--- config.mk ---
export PLATFORM = sky130hd
export DESIGN_NAME = tmr_dma_burst_seq
export DESIGN_NICKNAME = d
export VERILOG_FILES = /design/src/rtl/tmr_dma_pkg.sv /design/src/rtl/tmr_dma_ctl_reg.sv /design/src/rtl/tmr_dma_burst_ctr.sv /design/src/rtl/tmr_dma_addr_map.sv /design/src/rtl/tmr_dma_burst_seq.sv
export SDC_FILE = /design/constraint.sdc
export NUM_CORES = 1
export LEC_CHECK = 0
export BUFFER_PORTS_ARGS = -buffer_cell sky130_fd_sc_hd__clkbuf_2
export CAP_MARGIN = 20
export CORE_MARGIN = 4
export CORE_UTILIZATION = 48
export CTS_CLUSTER_SIZE = 8
export DETAILED_ROUTE_END_ITERATION = 10
export GPL_TIMING_DRIVEN = 0
export HOLD_SLACK_MARGIN = 0.12
export PLACE_DENSITY = 0.86
export SLEW_MARGIN = 20
export SYNTH_ARGS = -nofsm -noshare
export SYNTH_HDL_FRONTEND = slang
export SYNTH_SLANG_ARGS = --single-unit
export TNS_END_PERCENT = 100
--- constraint.sdc ---
create_clock -name clk -period 7.3 [get_ports clk]
set_input_delay 2.19 -clock clk [delete_from_list [all_inputs] [get_ports clk]]
set_output_delay 2.19 -clock clk [all_outputs]
set_load 0.02 [all_outputs]
--- src/rtl/tmr_dma_pkg.sv ---
package tmr_dma_pkg;
  localparam int FW = 5;

  typedef logic [FW-1:0] field_t;
  typedef logic [FW:0]   tgt_t;

  typedef struct packed {
    field_t len;
    field_t base;
  } burst_cfg_t;

  // Transfer count from a length code: code+1, never above max_total.
  function automatic field_t burst_total(input field_t len_code, input field_t max_total);
    if (len_code >= max_total) return max_total;
    return len_code + 1'b1;
  endfunction

  // Full-width target offset, kept one bit wider so overruns are visible.
  function automatic tgt_t target_of(input field_t base, input field_t idx);
    return {1'b0, base} + {1'b0, idx};
  endfunction

  function automatic logic target_valid(input tgt_t tgt, input int num_regs);
    return int'(tgt) < num_regs;
  endfunction
endpackage

--- src/rtl/tmr_dma_ctl_reg.sv ---
module tmr_dma_ctl_reg
  import tmr_dma_pkg::*;
#(
  parameter int DATA_W  = 16,
  parameter int LEN_LSB = 8
) (
  input  logic              clk,
  input  logic              rst_n,
  input  logic              we,
  input  logic [DATA_W-1:0] wdata,
  output burst_cfg_t        cfg,
  output logic [DATA_W-1:0] rdata
);
  burst_cfg_t cfg_q;
  logic       unused_wbits;

  assign unused_wbits = ^wdata;

  always_ff @(posedge clk) begin
    if (!rst_n) begin
      cfg_q <= '0;
    end else if (we) begin
      cfg_q.base <= wdata[FW-1:0];
      cfg_q.len  <= wdata[LEN_LSB +: FW];
    end
  end

  always_comb begin
    rdata                 = '0;
    rdata[FW-1:0]         = cfg_q.base;
    rdata[LEN_LSB +: FW]  = cfg_q.len;
  end

  assign cfg = cfg_q;
endmodule

--- src/rtl/tmr_dma_burst_ctr.sv ---
module tmr_dma_burst_ctr
  import tmr_dma_pkg::*;
#(
  parameter int MAX_XFERS = 18
) (
  input  logic       clk,
  input  logic       rst_n,
  input  burst_cfg_t cfg,
  input  logic       trig,
  input  logic       acc,
  output logic       active,
  output field_t     idx,
  output field_t     total,
  output field_t     cur_base,
  output logic       last
);
  localparam field_t MAX_T = field_t'(MAX_XFERS);

  logic   active_q;
  field_t idx_q;
  field_t total_q;
  field_t base_q;
  logic   start;
  logic   step;

  assign start = trig && !active_q;
  assign step  = acc && active_q;
  assign last  = active_q && (field_t'(idx_q + 1'b1) == total_q);

  always_ff @(posedge clk) begin
    if (!rst_n) begin
      active_q <= 1'b0;
      idx_q    <= '0;
      total_q  <= '0;
      base_q   <= '0;
    end else if (start) begin
      active_q <= 1'b1;
      idx_q    <= '0;
      total_q  <= burst_total(cfg.len, MAX_T);
      base_q   <= cfg.base;
    end else if (step) begin
      if (last) begin
        active_q <= 1'b0;
        idx_q    <= '0;
      end else begin
        idx_q    <= idx_q + 1'b1;
      end
    end
  end

  assign active   = active_q;
  assign idx      = idx_q;
  assign total    = total_q;
  assign cur_base = active_q ? base_q : cfg.base;
endmodule

--- src/rtl/tmr_dma_addr_map.sv ---
module tmr_dma_addr_map
  import tmr_dma_pkg::*;
#(
  parameter int DATA_W   = 16,
  parameter int NUM_REGS = 20
) (
  input  field_t            base,
  input  field_t            idx,
  input  logic              dp_rd,
  input  logic              dp_wr,
  input  logic              byte_mode,
  input  logic [DATA_W-1:0] dp_wdata,
  input  logic [DATA_W-1:0] rf_rdata,
  output logic [FW-1:0]     rf_addr,
  output logic              rf_we,
  output logic [DATA_W-1:0] rf_wdata,
  output logic [DATA_W-1:0] dp_rdata,
  output tgt_t              tgt,
  output logic              tgt_ok
);
  localparam int LANES = DATA_W / 8;

  logic [DATA_W-1:0] rd_shaped;
  logic              unused_rd;

  assign unused_rd = dp_rd;
  assign tgt     = target_of(base, idx);
  assign tgt_ok  = target_valid(tgt, NUM_REGS);
  assign rf_addr = tgt[FW-1:0];
  assign rf_we   = dp_wr && tgt_ok;

  for (genvar g = 0; g < LANES; g++) begin : g_lane
    if (g == 0) begin : g_low
      assign rf_wdata[7:0]  = dp_wdata[7:0];
      assign rd_shaped[7:0] = rf_rdata[7:0];
    end else begin : g_high
      assign rf_wdata[g*8 +: 8]  = byte_mode ? rf_rdata[g*8 +: 8] : dp_wdata[g*8 +: 8];
      assign rd_shaped[g*8 +: 8] = byte_mode ? 8'h00 : rf_rdata[g*8 +: 8];
    end
  end

  assign dp_rdata = tgt_ok ? rd_shaped : '0;
endmodule

--- src/rtl/tmr_dma_burst_seq.sv ---
module tmr_dma_burst_seq
  import tmr_dma_pkg::*;
#(
  parameter int DATA_W    = 16,
  parameter int NUM_REGS  = 20,
  parameter int MAX_XFERS = 18,
  parameter int LEN_LSB   = 8
) (
  input  logic              clk,
  input  logic              rst_n,
  input  logic              ctl_we,
  input  logic [DATA_W-1:0] ctl_wdata,
  output logic [DATA_W-1:0] ctl_rdata,
  input  logic              trig,
  input  logic              dp_rd,
  input  logic              dp_wr,
  input  logic              dp_byte,
  input  logic [DATA_W-1:0] dp_wdata,
  output logic [DATA_W-1:0] dp_rdata,
  output logic [FW-1:0]     rf_addr,
  output logic              rf_we,
  output logic [DATA_W-1:0] rf_wdata,
  input  logic [DATA_W-1:0] rf_rdata,
  output logic              dma_req
);
  burst_cfg_t cfg;
  logic       acc;
  logic       burst_on;
  field_t     burst_idx;
  field_t     burst_total_q;
  field_t     burst_base;
  logic       burst_last;
  tgt_t       tgt_addr;
  logic       tgt_ok;

  assign acc = dp_rd || dp_wr;

  tmr_dma_ctl_reg #(.DATA_W(DATA_W), .LEN_LSB(LEN_LSB)) u_ctl (
    .clk(clk), .rst_n(rst_n), .we(ctl_we), .wdata(ctl_wdata),
    .cfg(cfg), .rdata(ctl_rdata)
  );

  tmr_dma_burst_ctr #(.MAX_XFERS(MAX_XFERS)) u_ctr (
    .clk(clk), .rst_n(rst_n), .cfg(cfg), .trig(trig), .acc(acc),
    .active(burst_on), .idx(burst_idx), .total(burst_total_q),
    .cur_base(burst_base), .last(burst_last)
  );

  tmr_dma_addr_map #(.DATA_W(DATA_W), .NUM_REGS(NUM_REGS)) u_map (
    .base(burst_base), .idx(burst_idx), .dp_rd(dp_rd), .dp_wr(dp_wr),
    .byte_mode(dp_byte), .dp_wdata(dp_wdata), .rf_rdata(rf_rdata),
    .rf_addr(rf_addr), .rf_we(rf_we), .rf_wdata(rf_wdata),
    .dp_rdata(dp_rdata), .tgt(tgt_addr), .tgt_ok(tgt_ok)
  );

  assign dma_req = burst_on;
endmodule

==> results of run 1 <==
-- state kept, by name (all words and copies together) (netlist names) --
signal	flops
u_ctr.active	1
u_ctr.base_q	5
u_ctr.total	5
u_ctr.idx	5
u_ctl.cfg	10
-- worst max-delay path, stage by stage --
cell	delay, ps
clkbuf_1	270
buf_1	430
mux2_2	390
clkbuf_2	150
-- cells in the mapped netlist, drive strengths merged --
cell type / n / share of area, %
dfxtp: 26 / 27
inv: 25 / 4.8
nand2: 19 / 3.7
buf: 18 / 6.7
mux2: 13 / 7.5
nor2b: 13 / 4.2
o21ai: 12 / 3.5
a211oi: 11 / 4.5
mux2i: 11 / 5.7
clkbuf: 9 / 2.3
a2111oi: 8 / 4.6
a21oi: 8 / 2.1
ha: 8 / 5.2
a21boi: 6 / 2.5
nor2: 6 / 1.2
xor2: 5 / 2.3
nand3: 4 / 1.0
xnor2: 4 / 1.8
and2: 3 / 0.97
nor3: 3 / 0.77
o22ai: 3 / 0.97
a21o: 2 / 0.84
a31oi: 2 / 0.65
nor3b: 2 / 1.4
o31ai: 2 / 1.7
conb: 1 / 0.19
fa: 1 / 1.0
nand2b: 1 / 0.32
o211ai: 1 / 0.39
o41ai: 1 / 0.45
-- per-stage QoR --
step	std cells	instance area, um^2	setup slack (ps)	power, mW	utilization, %
final	371	2490	1670	0.348	66.2
after global routing	371	2490	1570	0.366	66.2
after CTS	371	2490	1680	0.350	66.2
after detailed placement	368	2450	1680	0.273	65.1
after global placement	368	2450	1740	0.270	65.1
after floorplan	233	1960	1400	0.236	-
-- where the power goes --
group	switching [mW]	total [mW]	internal, mW
combinational	0.0666	0.114	0.0474
sequential	0.00720	0.156	0.149
clock	0.0408	0.0777	0.0369
-- layout make-up --
class,instances,area (um^2),share of cell area [%]
plain buffers,27,174,6.97
clock buffers,3,41.3,1.65
inverters,25,93.8,3.76
multi-input cells,155,1170,46.9
flip-flops and latches,26,520,20.9
well taps,48,60.1,2.41
repair buffers,87,435,17.5
-- how the worst max path moves through the flow --
stage	endpoint	slack, ps	cells past startpoint
finish	rf_wdata[13]	1670	4
global route	rf_wdata[14]	1570	4
CTS	rf_wdata[13]	1680	4
detailed placement	rf_wdata[13]	1680	4
global placement	rf_wdata[13]	1740	4
floorplan	dp_rdata[10]	1400	3
-- per-layer routing --
layer	global-route usage [%]	share of wire [%]
met4	4.38	0.81
met2	31.4	52
met1	20.8	39
met3	2.66	7.4
met5	0	0
-- cells by family (layout without fill, tap and decap cells) --
family | Yosys count | count (layout) | share of synthesized area, %
compound gates | 56 | 56 | 22.2
xor+xnor | 9 | 9 | 4.06
fa+ha+maj | 9 | 9 | 6.19
buf+inv | 52 | 142 | 13.8
flops | 26 | 26 | 26.8
mux | 24 | 24 | 13.2
other cells | 1 | 6 | 0.193
simple gates | 51 | 51 | 13.5
==> flow_metrics.env, run 1 <==
export IMPL_io_pins=110
export IMPL_ant_nets=0
export IMPL_insertion_delay_ps=260
export IMPL_yosysWarnings=0
export IMPL_cp_end_kind="output port"
export IMPL_min_to="u_ctr.base_q[4]"
export IMPL_cts_buffers=3
export IMPL_ys_ff_latch=26
export IMPL_cts_sinks=26
export IMPL_track_usage_pct=17.2
export IMPL_initial_core_util_pct=51.4
export IMPL_gp_routability_congestion=0.782
export IMPL_viasPerCell=5.14
export IMPL_drv_cap=0
export IMPL_avgSynthCellArea_um2=8.51
export IMPL_cts_root_buf="clkbuf_8"
export IMPL_tns_ps=0
export IMPL_critPathRequiredTime_ps=5110
export IMPL_area_growth_pct=28.6
export IMPL_grt_pass1_wl_mm=7.46
export IMPL_n_antenna_cell=0
export IMPL_crit_start="dp_byte"
export IMPL_port_buffers=87
export IMPL_crit_arrival_ps=3440
export IMPL_synthCells=228
export IMPL_syn_area_um2=1940
export IMPL_clockBufferDepth=2
export IMPL_postCtsSetupBuffers=0
export IMPL_final_layout_size_suffix_gt1_share_pct=40.2
export IMPL_ir_drop_mv=0.124
export IMPL_h_tree_depth=1
export IMPL_vias=1906
export IMPL_dp_hpwl_mm=3.89
export IMPL_fill_cells=341
export IMPL_finalSetupViolations=0
export IMPL_final_common_cell="clkbuf_2"
export IMPL_r2r_end="u_ctr.idx[1]"
export IMPL_timing_final_max_slew_violations=0
export IMPL_rsz0062_at_grt="false"
export IMPL_die_w_um=71.6
export IMPL_period_minus_slack_ps=5630
export IMPL_worstSetupStartpointType="input pin"
export IMPL_drt_wl_total_mm=4.70
export IMPL_worstSetupPathType="in2out"
export IMPL_fmax_mhz=177
export IMPL_finalHoldViolations=0
export IMPL_r2r_cells=5
export IMPL_fin_skew_ps=5.37
export IMPL_hold_depth=2
export IMPL_grt_pass1_vias=1738
export IMPL_synth_distinct_cells=41
export IMPL_timing_rr_start="u_ctr.idx[2]"
export IMPL_cts_tree="done"
export IMPL_antenna_found_initial=0
export IMPL_synth_seq_area_share_pct=26.8
export IMPL_p_leak_nw=1.26
export IMPL_first_pass_iters=4
export IMPL_tightest_slew_ps=683
export IMPL_grt_max_degree=14
export IMPL_drt_iter0_drc=43
export IMPL_grt_ovfl_total=0
export IMPL_critPathMaxFanout=10
export IMPL_dieArea_um2=5120
export IMPL_layout_worst_path_cycle_share_pct=77.2
export IMPL_cts_clk_slew_worst_paths_ps=80
export IMPL_layout_common_cells="clkbuf_2, dfxtp_1, inv_1"
export IMPL_whs_ps=467
export IMPL_cts_resized=0
export IMPL_drcViolationCount=0
export IMPL_num_rows=22
export IMPL_slew_headroom_pct=54.4
export IMPL_die_y_um=71.6
export IMPL_nets=389
export IMPL_hp_start="u_ctr.base_q[4]"
export IMPL_rrSetupSlack_ps=5470
export IMPL_outcome="finished clean"
export IMPL_min_path_type="reg2reg"
export IMPL_postCtsHoldBufs=0
export IMPL_wire_per_inst_um=12.7
export IMPL_core_area_um2=3770
export IMPL_powerDensity_nw_per_um2=139
Note: power is estimated with default switching activity, not from simulation.
==> run 2: changes to the inputs <==
CORE_UTILIZATION = 40   (was 48)
PLACE_DENSITY = 0.77   (was 0.86)
clock period = 4.7 ns   (was 7.3 ns; I/O delays follow)
==> flow_metrics.env, run 2 (synthesis results as in run 1) <==
export IMPL_slew_headroom_pct=54.2
export IMPL_worstSetupPathType="reg2out"
export IMPL_grt_pass1_wl_mm=7.60
export IMPL_use_met1_pct=18.1
export IMPL_die_w_um=77.6
export IMPL_finalHoldViolations=0
export IMPL_p_leak_nw=1.27
export IMPL_grt_max_degree=16
export IMPL_core_area_um2=4720
export IMPL_viasPerCell=4.69
export IMPL_layoutNonFillerInstCount=391
export IMPL_multi_input_area_um2=1170
export IMPL_tns_ps=0
export IMPL_port_buffers=87
export IMPL_layout_common_cells="clkbuf_2, dfxtp_1, inv_1"
export IMPL_dp_hpwl_mm=3.66
export IMPL_ir_drop_mv=0.232
export IMPL_final_common_cell="clkbuf_2"
export IMPL_cts_sinks=26
export IMPL_cts_clk_slew_worst_paths_ps=90
export IMPL_powerDensity_nw_per_um2=237
export IMPL_crit_slowest_cell="mux2_2"
export IMPL_grt_pass1_vias=1791
export IMPL_track_usage_pct=14.6
export IMPL_cp_end_kind="output port"
export IMPL_io_pins=110
export IMPL_layout_worst_path_cycle_share_pct=95.1
export IMPL_path_cells="clkbuf_4 -> mux2_2 -> ha_1 -> inv_1 -> fa_1 -> nor2b_1 -> o21ai_2 -> nor3b_4 -> o31ai_4 -> clkbuf_8 -> a2111oi_4 -> clkbuf_2"
export IMPL_timing_final_max_slew_violations=0
export IMPL_critPathMaxFanout=10
export IMPL_n_antenna_cell=0
export IMPL_fmax_mhz=224
export IMPL_period_minus_slack_ps=4470
export IMPL_dieArea_um2=6030
export IMPL_grt_busiest_layer="met2"
export IMPL_ant_nets=0
export IMPL_finalSetupViolations=0
export IMPL_tightest_slew_ps=687
export IMPL_min_path_type="reg2reg"
export IMPL_worstSetupStartpointType="register"
export IMPL_num_rows=25
export IMPL_wire_per_inst_um=11.3
export IMPL_h_tree_depth=1
export IMPL_drcViolationCount=0
export IMPL_vias=1833
export IMPL_fin_skew_ps=0.834
export IMPL_largest_register_ff_count=10
export IMPL_die_y_um=77.6
export IMPL_drt_wl_total_mm=4.41
export IMPL_dp_cells=387
export IMPL_final_layout_size_suffix_gt1_share_pct=40.4
export IMPL_rsz0062_at_grt="true"
export IMPL_crit_path_max_incr_delay_ps=370
export IMPL_nets=389
export IMPL_clockBufferDepth=2
export IMPL_grt_ovfl_total=0
export IMPL_postCtsSetupBuffers=0
export IMPL_crit_arrival_ps=3060
export IMPL_drv_cap=0
export IMPL_antenna_found_initial=0
export IMPL_first_pass_iters=4
export IMPL_cts_root_buf="clkbuf_8"
export IMPL_area_growth_pct=31.5
export IMPL_seq_area_um2=520
export IMPL_drt_iter0_drc=71
export IMPL_grtUsageMet2_pct=25.6
export IMPL_outcome="finished clean"
export IMPL_grtUsageMet3_pct=4.06
export IMPL_whs_ps=468
export IMPL_cts_buffers=3
export IMPL_gp_routability_congestion=0.861
export IMPL_critPathRequiredTime_ps=3290
export IMPL_cts_tree="done"
export IMPL_initial_core_util_pct=41.1
export IMPL_fill_cells=457
export IMPL_insertion_delay_ps=270
## run 2: changes by cell type in the layout (fill, tap and decap cells not counted)
cell / before / now
clkbuf_4: 0 / 1
buf_2: 2 / 1
bufinv_16: 0 / 1
## run 2: routing by layer
layer	share of wire [%]	wire length [um]
met1	45	1980
met2	46	2020
met3	9.2	406
met4	0.18	8
met5	0	0
## run 2: final cells by class
type                    instances  area share, %
plain buffers                  27           6.92
clock buffers                   3           1.62
inverters                      25           3.68
well taps                      67           3.29
repair buffers                 87           17.1
multi-input cells             155           45.9
flip-flops and latches         26           20.4
clock inverters                 1           1.18
## run 2: where the power goes
group          switching (mW)  internal (mW)
logic                   0.102         0.0738
clock network          0.0724          0.114
registers              0.0109          0.231
total                   0.185          0.419
## run 2: what timing repair did
action | CTS | global route
endpoints found under the setup margin | 0 | 13
resized for setup | 0 | 1
hold buffers | 0 | 0
## run 2: worst paths after layout
kind,endpoint,slack (ps),startpoint,depth (start not counted)
worst max-delay path,dp_rdata[14],230,u_ctr.active,12
worst min-delay path,u_ctr.base_q[2],470,u_ctr.base_q[2],2
worst max register to register,u_ctr.idx[1],2910,u_ctr.idx[2],5
worst min register to register,u_ctr.base_q[2],470,u_ctr.base_q[2],2
## run 2: critical path: cells and delay by family (launching register included)
kind / cells / cell delay [ps]
mux: 1 / 370
simple gates: 2 / 370
compound gates: 3 / 620
fa+ha+maj: 2 / 390
flops: 1 / 340
buf+inv: 4 / 690
## run 2: through the flow
step | utilization, % | setup slack, ps | power [mW] | cell area [um^2]
after floorplan | - | 111 | 0.366 | 1960
after detailed placement | 52.5 | 491 | 0.423 | 2480
after global routing | 54.0 | -5.59 | 0.636 | 2550
after global placement | 52.5 | 549 | 0.420 | 2480
after CTS | 54.0 | 184 | 0.610 | 2550
final | 54.0 | 232 | 0.604 | 2550
==> run 3: changes to the inputs <==
CORE_UTILIZATION = 48   (was 40)
PLACE_DENSITY = 0.86   (was 0.77)
RECOVER_POWER = 50   (was default)
clock period = 5.6 ns   (was 4.7 ns; I/O delays follow)
==> flow_metrics.env, run 3 (synthesis results as in run 1) <==
export IMPL_critPathRequiredTime_ps=3920
export IMPL_h_tree_depth=1
export IMPL_powerDensity_nw_per_um2=182
export IMPL_fin_skew_ps=2.11
export IMPL_rsz0062_at_grt="false"
export IMPL_fmax_mhz=209
export IMPL_cts_buffers=3
export IMPL_setup_slack_ps=824
export IMPL_ant_nets=0
export IMPL_vias=1913
export IMPL_path_buf_inv=4
export IMPL_insertion_delay_ps=260
export IMPL_power_switching_share_pct=32.9
export IMPL_worstSetupPathType="reg2out"
export IMPL_grt_pass1_vias=1738
export IMPL_pwr_share_comb_pct=32.7
export IMPL_cts_sinks=26
export IMPL_final_common_cell="clkbuf_2"
export IMPL_worstSetupStartpointType="register"
export IMPL_timing_final_max_slew_violations=0
export IMPL_antenna_found_initial=0
export IMPL_dieArea_um2=5120
export IMPL_p_leak_nw=1.22
export IMPL_slew_headroom_pct=54.4
export IMPL_die_y_um=71.6
export IMPL_clockBufferDepth=2
export IMPL_track_usage_pct=17.2
export IMPL_dp_hpwl_mm=3.89
export IMPL_die_w_um=71.6
export IMPL_layout_worst_path_cycle_share_pct=85.3
export IMPL_largest_register_ff_count=10
export IMPL_layout_common_cells="clkbuf_2, dfxtp_1, inv_1"
export IMPL_fill_cells=350
export IMPL_port_buffers=87
export IMPL_viasPerCell=5.16
export IMPL_layoutNonFillerInstCount=371
export IMPL_nets=389
export IMPL_cts_clk_slew_worst_paths_ps=80
export IMPL_utilization_pct=65.7
export IMPL_grt_pass1_wl_mm=7.46
export IMPL_clkPwrFrac_pct=22.3
export IMPL_finalSetupViolations=0
export IMPL_crit_path_max_incr_delay_ps=370
export IMPL_path_cells="buf_2 -> mux2i_1 -> inv_1 -> ha_1 -> a21o_1 -> a21o_2 -> a21oi_1 -> o31ai_2 -> buf_6 -> a2111oi_4 -> clkbuf_2"
export IMPL_n_antenna_cell=0
export IMPL_drv_cap=0
export IMPL_min_path_type="reg2reg"
export IMPL_grt_max_degree=14
export IMPL_finalHoldViolations=0
export IMPL_drcViolationCount=0
export IMPL_postCtsHoldBufs=0
export IMPL_final_layout_size_suffix_gt1_share_pct=36.2
export IMPL_cts_root_buf="clkbuf_8"
export IMPL_cpLargestDelayFamily="compound AO/OA/AOI/OAI gates"
export IMPL_core_area_um2=3770
export IMPL_num_rows=22
export IMPL_initial_core_util_pct=51.4
export IMPL_cts_resized=0
export IMPL_gp_routability_congestion=0.782
export IMPL_ir_drop_mv=0.159
export IMPL_seqPwrFrac_pct=45.1
export IMPL_io_pins=110
export IMPL_tns_ps=0
export IMPL_period_minus_slack_ps=4780
export IMPL_area_growth_pct=27.8
export IMPL_drt_wl_total_mm=4.69
export IMPL_wire_per_inst_um=12.6
export IMPL_cts_tree="done"
export IMPL_crit_slowest_cell="mux2i_1"
export IMPL_outcome="finished clean"
export IMPL_dp_cells=368
export IMPL_grt_ovfl_total=0
export IMPL_cp_end_kind="output port"
export IMPL_tightest_slew_ps=684
export IMPL_postCtsSetupBuffers=0
export IMPL_critPathMaxFanout=10
export IMPL_first_pass_iters=4
export IMPL_p_int_mw=0.302
export IMPL_switchingPower_mw=0.148
export IMPL_whs_ps=466
export IMPL_drt_iter0_drc=42
export IMPL_dp_slack_ps=1000
export IMPL_crit_arrival_ps=3100
run 3: routing by layer:
layer	vias up	global-route usage (%)	wire length, um
met5	-	0	0
met4	0	4.38	38
met3	6	2.66	387
met2	71	31.4	2450
met1	875	20.8	1810
li1	961	-	-
run 3: layout make-up:
| cell class | count | area (um^2) | share of cell area (%) |
|---|---|---|---|
| inverter | 25 | 93.8 | 3.79 |
| clock buffer | 3 | 41.3 | 1.67 |
| timing repair buffer | 87 | 419 | 16.9 |
| multi-input combinational | 155 | 1170 | 47.2 |
| tap | 48 | 60.1 | 2.42 |
| sequential | 26 | 520 | 21.0 |
| buffer | 27 | 174 | 7.02 |
run 3: worst register-to-register path: cells and delay by family (launching register included):
| kind | cells | cell delay, ps |
|---|---|---|
| AOI/OAI and AO/OA | 3 | 770 |
| muxes | 1 | 390 |
| DFF | 1 | 340 |
| buffers and inverters | 1 | 270 |
run 3: final timing paths:
kind              depth (start not counted)  slack (ps)               to             from
setup / recovery                         11         820     dp_rdata[14]     u_ctr.active
setup reg to reg                          5        3770     u_ctr.idx[1]     u_ctr.idx[2]
hold reg to reg                           2         470  u_ctr.base_q[2]  u_ctr.base_q[2]
hold / removal                            2         470  u_ctr.base_q[2]  u_ctr.base_q[2]
run 3: power by group through the flow:
stage          registers, mW  clock network [mW]  logic [mW]
2_1_floorplan          0.211                   0      0.0961
3_3_place_gp           0.207                   0       0.146
3_5_place_dp           0.207                   0       0.149
4_1_cts                0.203               0.103       0.150
5_1_grt                0.205               0.111       0.160
6_report               0.203               0.100       0.147
run 3: per-stage QoR:
step                      cell area [um^2]  total power [mW]
final                                 2480             0.451
after global routing                  2480             0.476
after CTS                             2490             0.456
after detailed placement              2450             0.356
after global placement                2450             0.352
after floorplan                       1960             0.307
